[src/rtl/gpio_pkg.sv]
package gpio_pkg;

    localparam logic [31:0] OFF_LATCH = 32'h00;
    localparam logic [31:0] OFF_SET   = 32'h04;
    localparam logic [31:0] OFF_CLR   = 32'h08;
    localparam logic [31:0] OFF_TGL   = 32'h0C;
    localparam logic [31:0] OFF_PINS  = 32'h10;
    localparam logic [31:0] OFF_DIR   = 32'h14;

    typedef enum logic [2:0] {
        SEL_LATCH,
        SEL_SET,
        SEL_CLR,
        SEL_TGL,
        SEL_PINS,
        SEL_DIR,
        SEL_NONE
    } reg_sel_e;

    typedef struct packed {
        logic     hit;
        logic     err;
        logic     wr;
        reg_sel_e sel;
    } bus_op_t;

    function automatic reg_sel_e addr_to_sel(input logic [31:0] addr);
        reg_sel_e s;
        if (addr[1:0] != 2'b00) begin
            s = SEL_NONE;
        end else begin
            case (addr)
                OFF_LATCH: s = SEL_LATCH;
                OFF_SET:   s = SEL_SET;
                OFF_CLR:   s = SEL_CLR;
                OFF_TGL:   s = SEL_TGL;
                OFF_PINS:  s = SEL_PINS;
                OFF_DIR:   s = SEL_DIR;
                default:   s = SEL_NONE;
            endcase
        end
        return s;
    endfunction

endpackage

[src/rtl/gpio_bus_decode.sv]
module gpio_bus_decode
    import gpio_pkg::*;
(
    input  logic        valid,
    input  logic        write,
    input  logic [31:0] addr,
    output bus_op_t     op
);
    reg_sel_e sel;

    always_comb begin
        sel     = addr_to_sel(addr);
        op.sel  = sel;
        op.err  = valid && (sel == SEL_NONE);
        op.hit  = valid && (sel != SEL_NONE);
        op.wr   = valid && write && (sel != SEL_NONE);
    end
endmodule

[src/rtl/gpio_in_sync.sv]
module gpio_in_sync #(
    parameter int unsigned W      = 32,
    parameter int unsigned STAGES = 2
) (
    input  logic         clk,
    input  logic         rst,
    input  logic [W-1:0] async_in,
    output logic [W-1:0] sync_out
);
    logic [W-1:0] stage_q [STAGES];

    generate
        for (genvar i = 0; i < STAGES; i++) begin : g_stage
            if (i == 0) begin : g_first
                always_ff @(posedge clk) begin
                    if (rst) stage_q[0] <= '0;
                    else     stage_q[0] <= async_in;
                end
            end else begin : g_next
                always_ff @(posedge clk) begin
                    if (rst) stage_q[i] <= '0;
                    else     stage_q[i] <= stage_q[i-1];
                end
            end
        end
    endgenerate

    assign sync_out = stage_q[STAGES-1];
endmodule

[src/rtl/gpio_ctrl_regs.sv]
module gpio_ctrl_regs
    import gpio_pkg::*;
#(
    parameter int unsigned W = 32
) (
    input  logic         clk,
    input  logic         rst,
    input  bus_op_t      op,
    input  logic [W-1:0] wdata,
    output logic [W-1:0] latch_q,
    output logic [W-1:0] dir_q
);
    logic [W-1:0] latch_d;

    always_comb begin
        latch_d = latch_q;
        if (op.wr) begin
            case (op.sel)
                SEL_LATCH: latch_d = wdata;
                SEL_SET:   latch_d = latch_q | wdata;
                SEL_CLR:   latch_d = latch_q & ~wdata;
                SEL_TGL:   latch_d = latch_q ^ wdata;
                default:   latch_d = latch_q;
            endcase
        end
    end

    always_ff @(posedge clk) begin
        if (rst) begin
            latch_q <= '0;
            dir_q   <= '0;
        end else begin
            latch_q <= latch_d;
            if (op.wr && op.sel == SEL_DIR) dir_q <= wdata;
        end
    end
endmodule

[src/rtl/gpio_atomic_port.sv]
module gpio_atomic_port
    import gpio_pkg::*;
#(
    parameter int unsigned W           = 32,
    parameter int unsigned SYNC_STAGES = 2
) (
    input  logic         clk,
    input  logic         rst,
    input  logic         bus_valid,
    input  logic         bus_write,
    input  logic [31:0]  bus_addr,
    input  logic [W-1:0] bus_wdata,
    output logic [W-1:0] bus_rdata,
    output logic         bus_ready,
    output logic         bus_error,
    input  logic [W-1:0] pin_in,
    output logic [W-1:0] pin_out,
    output logic [W-1:0] pin_oe
);
    bus_op_t      op;
    logic [W-1:0] latch_q;
    logic [W-1:0] dir_q;
    logic [W-1:0] pins_sync;

    gpio_bus_decode u_dec (
        .valid (bus_valid),
        .write (bus_write),
        .addr  (bus_addr),
        .op    (op)
    );

    gpio_ctrl_regs #(.W(W)) u_regs (
        .clk     (clk),
        .rst     (rst),
        .op      (op),
        .wdata   (bus_wdata),
        .latch_q (latch_q),
        .dir_q   (dir_q)
    );

    gpio_in_sync #(.W(W), .STAGES(SYNC_STAGES)) u_sync (
        .clk      (clk),
        .rst      (rst),
        .async_in (pin_in),
        .sync_out (pins_sync)
    );

    always_comb begin
        bus_rdata = '0;
        if (op.hit && !bus_write) begin
            case (op.sel)
                SEL_LATCH: bus_rdata = latch_q;
                SEL_PINS:  bus_rdata = pins_sync;
                SEL_DIR:   bus_rdata = dir_q;
                default:   bus_rdata = '0;
            endcase
        end
    end

    assign bus_ready = bus_valid;
    assign bus_error = op.err;
    assign pin_out   = latch_q;
    assign pin_oe    = dir_q;
endmodule

[config.mk]
export PLATFORM = sky130hd
export DESIGN_NAME = gpio_atomic_port
export DESIGN_NICKNAME = d
export VERILOG_FILES = /design/src/rtl/gpio_pkg.sv /design/src/rtl/gpio_bus_decode.sv /design/src/rtl/gpio_in_sync.sv /design/src/rtl/gpio_ctrl_regs.sv /design/src/rtl/gpio_atomic_port.sv
export SDC_FILE = /design/constraint.sdc
export NUM_CORES = 1
export LEC_CHECK = 0
export ABC_AREA = 1
export BUFFER_PORTS_ARGS = -buffer_cell sky130_fd_sc_hd__buf_2
export CAP_MARGIN = 20
export CORE_MARGIN = 10
export CORE_UTILIZATION = 45
export DETAILED_ROUTE_END_ITERATION = 8
export GPL_TIMING_DRIVEN = 0
export PLACE_DENSITY = 0.8
export SYNTH_ARGS = -nofsm -noshare
export SYNTH_HDL_FRONTEND = slang
export SYNTH_SLANG_ARGS = --single-unit
[constraint.sdc]
create_clock -name clk -period 6 [get_ports clk]
set_input_delay 1.2 -clock clk [delete_from_list [all_inputs] [get_ports clk]]
set_output_delay 1.2 -clock clk [all_outputs]
set_load 0.005 [all_outputs]
== Word level (Yosys, flattened, before mapping) ==
Memory sizes are Yosys's and may differ from the RTL's.
Cells that the tools add are included.

* Flip-flop bits (word level): 64
* Bits in writable memories: 64
* Word-level logic and storage cells: 43
* Memories: 1

{| class="wikitable"
|+ Memory list
! memory !! depth !! bits a word !! read ports !! clocked after memory_dff !! write ports !! line !! RTL
|-
| u_sync.stage_q || 2 || 32 || 2 || 0 || 2 || gpio_in_sync.sv:10 || <nowiki>logic [W-1:0] stage_q [STAGES];</nowiki>
|}

* Equal/unequal tests: 12
* Mux-type cells: 10
* Bitwise logic cells: 6
* Reductions and logical operators: 12

{| class="wikitable"
|+ Operators with widths
! kind !! number
|-
| $pmux W32 S4 || 1
|-
| $mux W32 || 3
|-
| $pmux W32 S3 || 1
|-
| $eq A32 B4 Y1 const B || 2
|-
| $eq A32 B5 Y1 const B || 2
|-
| $and A32 B32 Y32 || 1
|-
| $eq A32 B3 Y1 const B || 1
|-
| $logic_not A32 Y1 || 1
|-
| $not A32 Y32 || 1
|-
| $or A32 B32 Y32 || 1
|-
| $xor A32 B32 Y32 || 1
|-
| $pmux W3 S6 || 1
|-
| $eq A3 B3 Y1 const B || 3
|-
| $eq A3 B2 Y1 const B || 2
|-
| $logic_and A1 B1 Y1 || 6
|-
| $reduce_bool A4 Y1 || 1
|-
| $eq A3 B1 Y1 const B || 1
|-
| $logic_not A3 Y1 || 1
|-
| $mux W1 || 3
|-
| $mux W3 || 1
|-
| $ne A3 B3 Y1 const B || 1
|-
| $or A1 B1 Y1 || 2
|-
| $reduce_and A2 Y1 || 1
|-
| $reduce_bool A2 Y1 || 1
|-
| $logic_not A1 Y1 || 1
|}

== Logic depth before layout (Yosys ltp) ==
* Depth after elaboration: 7
* Gate-level depth with buffers: 13
* Depth with buffers taken out: 12

== By module ==
A second synthesis with hierarchy kept.

* Cells, all modules: 1,068
* Area, all modules: 7,447.1 µm²

{| class="wikitable"
|+ Modules (own cells, without submodules)
! module !! times used !! cells an instance !! area each (µm²) !! seq. area each (µm²)
|-
| gpio_ctrl_regs || 1 || 595 || 4,231.6 || 1,281.2
|-
| gpio_in_sync || 1 || 199 || 1,840.5 || 1,281.2
|-
| gpio_atomic_port || 1 || 224 || 1,129.8 || 0.0
|-
| gpio_bus_decode || 1 || 50 || 245.2 || 0.0
|}

== Worst setup path before layout ==
OpenSTA, ideal clock, no wires.

* Path type: input port to output port
* Start point: input bus_addr[15]
* End point: output bus_rdata[1]
* Arrival: 2,520 ps
* Slack: 2,280 ps
* Stages on the path: 10
* Path buffers: 1
* Cell sequence: nor2_1 > nand2_2 > nor2_8 > nand3_1 > nor2_1 > nor2_1 > nor3_4 > buf_6 > nand2_1 > inv_1

* Longest elaborated chain between the ends: 7

{| class="wikitable"
|+ Ends and longest elaborated chain
! element !! line !! RTL
|-
| start: declaration || gpio_atomic_port.sv:11 || <nowiki>input logic [31:0] bus_addr,</nowiki>
|-
| $eq A32 B5 Y1 (tied with other cells) || gpio_pkg.sv:32 || <nowiki>case (addr)</nowiki>
|-
| $pmux W3 S6 (*) || gpio_pkg.sv:32 ||
|-
| $mux W3 (*) || gpio_pkg.sv:29 || <nowiki>if (addr[1:0] != 2'b00) begin</nowiki>
|-
| branches (longest 3 deep; another with $pmux W32 S3) || - ||
|-
| $mux W32 (*) || gpio_atomic_port.sv:50 || <nowiki>if (op.hit && !bus_write) begin</nowiki>
|-
| end: declaration || gpio_atomic_port.sv:13 || <nowiki>output logic [W-1:0] bus_rdata,</nowiki>
|}

Every way passes the cells marked *.

== Final worst setup path ==
* Start point: input bus_addr[7]
* End point: output bus_rdata[18]

Same word-level chain as after synthesis.

==> impl_metrics.env <==
export IMPL_outcome="completed"
export IMPL_fmax_mhz=230
export IMPL_synth_cells=1149
export IMPL_synth_simple_gate_area_frac=0.373
export IMPL_drt_iter0_drc=847
export IMPL_hold_class="register to register"
export IMPL_post_dp_hpwl_mm=18.9
export IMPL_clk_pin_slew_worst_paths_ps=60
export IMPL_synth_xor_xnor_area_share=0
export IMPL_totalPowerFinal_mw=2.03
export IMPL_yosysSeqAreaShare=0.344
export IMPL_postPlaceCellArea_um2=8690
export IMPL_clk_latency_ps=430
export IMPL_yosys_top_cells_count="nand2_1 (305), inv_1 (170), nor2_1 (157)"
export IMPL_grt_overflow=0
export IMPL_wl_per_cell_um=15.9
export IMPL_fillers=1505
export IMPL_tns_ps=0
export IMPL_yosys_cell_count_top_type="nand2_1"
export IMPL_synth_top_area_frac=0.344
export IMPL_synthMuxAreaShare=0
export IMPL_synth_fa_ha_area_frac=0.108
export IMPL_coreArea_um2=16100
export IMPL_yosys_warnings=0
export IMPL_cts_root_buf="clkbuf_16"
export IMPL_avgSynthCellArea_um2=6.48
export IMPL_clock_sinks=128
export IMPL_synth_compound_area_frac=0.0449
export IMPL_fin_crit_sh=0.725
export IMPL_ys_types=23
export IMPL_die_w_um=149
export IMPL_synth_top_cell_by_area="dfxtp_1"
export IMPL_relSlewSlack=0.564
export IMPL_worstMarginPinSlew_ps=654
export IMPL_via_per_inst=5.10
export IMPL_layout_nets=1528
export IMPL_grt_usage=0.226
export IMPL_power_density_nw_per_um2=218
export IMPL_ant_nets=0
export IMPL_cp_start_kind="primary input"
export IMPL_initial_core_util=0.463
export IMPL_drt_wl_total_mm=25.4
export IMPL_netlist_area_um2=7440
export IMPL_crit_path_end_kind="output port"
export IMPL_slew_violations=0
export IMPL_cts_buffers=17
export IMPL_grt_max_degree=17
export IMPL_synth_area_top_cells="dfxtp_1 (34%), nand2_1 (15%), ha_1 (11%), nand3_1 (9.3%), inv_1 (8.6%)"
export IMPL_finClkSkew_ps=6.19
export IMPL_pre_cts_slack_ps=1630
export IMPL_dr_total_vias=8133
export IMPL_htreeDepth=4
export IMPL_grt_pass1_wl_mm=40.2
export IMPL_antenna_found_initial=3
export IMPL_syn_nets=1313
export IMPL_die_area_um2=22100
export IMPL_io_pins=198
export IMPL_critPathMaxFanout=10
export IMPL_crit_required_ps=4800
export IMPL_cts_buffer_depth=2
export IMPL_max_cap_violations=0
export IMPL_synth_edff_count=0
export IMPL_async_reset_ff_frac=0
export IMPL_arrival_ps=3150
export IMPL_numPortBuffers=196
export IMPL_grt_pass1_vias=7946
export IMPL_postLayoutCellArea_um2=9290
export IMPL_die_h_um=149
export IMPL_crit_type="primary input to output port"
export IMPL_hold_violations=0
export IMPL_layout_setup_ws_ps=1650
export IMPL_area_growth_pct=24.8
export IMPL_globalplace_congestion=0.857
export IMPL_drc_errors=0
export IMPL_post_cts_buffers=0
export IMPL_rsz0062_at_grt="no"
export IMPL_max_vdd_ir_drop_mv=0.199
export IMPL_cts_resized_gates=0
export IMPL_synth_top_family_by_area="simple AND/OR/NAND/NOR gates"
export IMPL_setup_viol=0
export IMPL_final_util=0.578
export IMPL_leakage_nw=5.01
export IMPL_synthFlopType="dfxtp_1"
export IMPL_cts_tree="done"
export IMPL_ctsHoldBuffers=0
export IMPL_drive_above_1_share=0.204
export IMPL_placementRows=46
export IMPL_period_needed_ps=4350
export IMPL_ys_ff_latch=128
export IMPL_firstDrtPassIters=5
[per-stage QoR]
stage	instances	hold slack [ps]
floorplan	1149	388
detailed placement	1561	394
global route	1595	415
finish	1595	401
CTS	1593	403
global placement	1561	390
[sequential cells by signal (all words and copies together) (netlist names)]
name            flops
u_regs.dir_q       32
u_regs.latch_q     32
u_sync.stage_q     64
[worst max-delay path: stages]
cell     delay, ps
buf_2          100
nor2_1         140
inv_1           50
nor2_1         220
nand3_1        120
nor2_1         120
nor2_2          80
nor2_1         290
buf_2          390
nand3_1        120
nand3_1         90
nand2_1         80
inv_1           50
buf_2          110
[cell usage in the layout (no fill, tap or decap), types with 3 or more instances in the layout]
| master | n |
|---|---|
| nand4_1 | 32 |
| inv_6 | 3 |
| nand2_2 | 4 |
| nor2_1 | 157 |
| inv_2 | 3 |
| nor3_1 | 3 |
| ha_1 | 64 |
| clkbuf_16 | 17 |
| dfxtp_1 | 128 |
| nor2_2 | 7 |
| inv_1 | 170 |
| nand3_1 | 139 |
| buf_6 | 3 |
| a21oi_1 | 65 |
| clkinvlp_4 | 5 |
| nand2_1 | 305 |
| buf_2 | 227 |
| clkbuf_1 | 30 |
[final cells by class]
type / instances / area [µm²] / share of cell area
diodes: 2 / 5.00 / 0.000539
plain buffers: 66 / 313 / 0.0337
clock buffers: 18 / 429 / 0.0462
clock inverters: 14 / 158 / 0.0170
inverters: 174 / 653 / 0.0703
multi-input cells: 781 / 3910 / 0.422
flip-flops and latches: 128 / 2560 / 0.276
well taps: 216 / 270 / 0.0291
repair buffers: 196 / 981 / 0.106
[power by group]
| part | switching [mW] | total [mW] | internal (mW) |
|---|---|---|---|
| clock | 0.412 | 1.03 | 0.617 |
| combinational | 0.0751 | 0.124 | 0.0488 |
| sequential | 0.00537 | 0.875 | 0.870 |
[path summary, 6_finish.rpt]
| path | slack, ps | from | endpoint | depth (start not counted) |
|---|---|---|---|---|
| worst max-delay path | 1650 | bus_addr[7] | bus_rdata[18] | 14 |
| worst min-delay path | 400 | u_sync.stage_q[0][15] | u_sync.stage_q[1][15] | 2 |
| worst max register to register | 4650 | u_regs.latch_q[25] | u_regs.latch_q[25] | 8 |
| worst min register to register | 400 | u_sync.stage_q[0][15] | u_sync.stage_q[1][15] | 2 |
[cell families after synthesis]
family / count (synthesis)
and+or+nand+nor: 651
buffers and inverters: 240
DFF: 128
AOI/OAI and AO/OA: 66
adders and majority gates: 64
[routing by layer]
metal | part of all wire | vias to the layer above | track usage
met1 | 0.39 | 3703 | 0.258
met5 | 0.00035 | - | 0
li1 | - | 3979 | -
met3 | 0.087 | 76 | 0.0473
met4 | 0.033 | 2 | 0.107
met2 | 0.49 | 373 | 0.392
No activity file was read; power rests on OpenSTA's default activity.
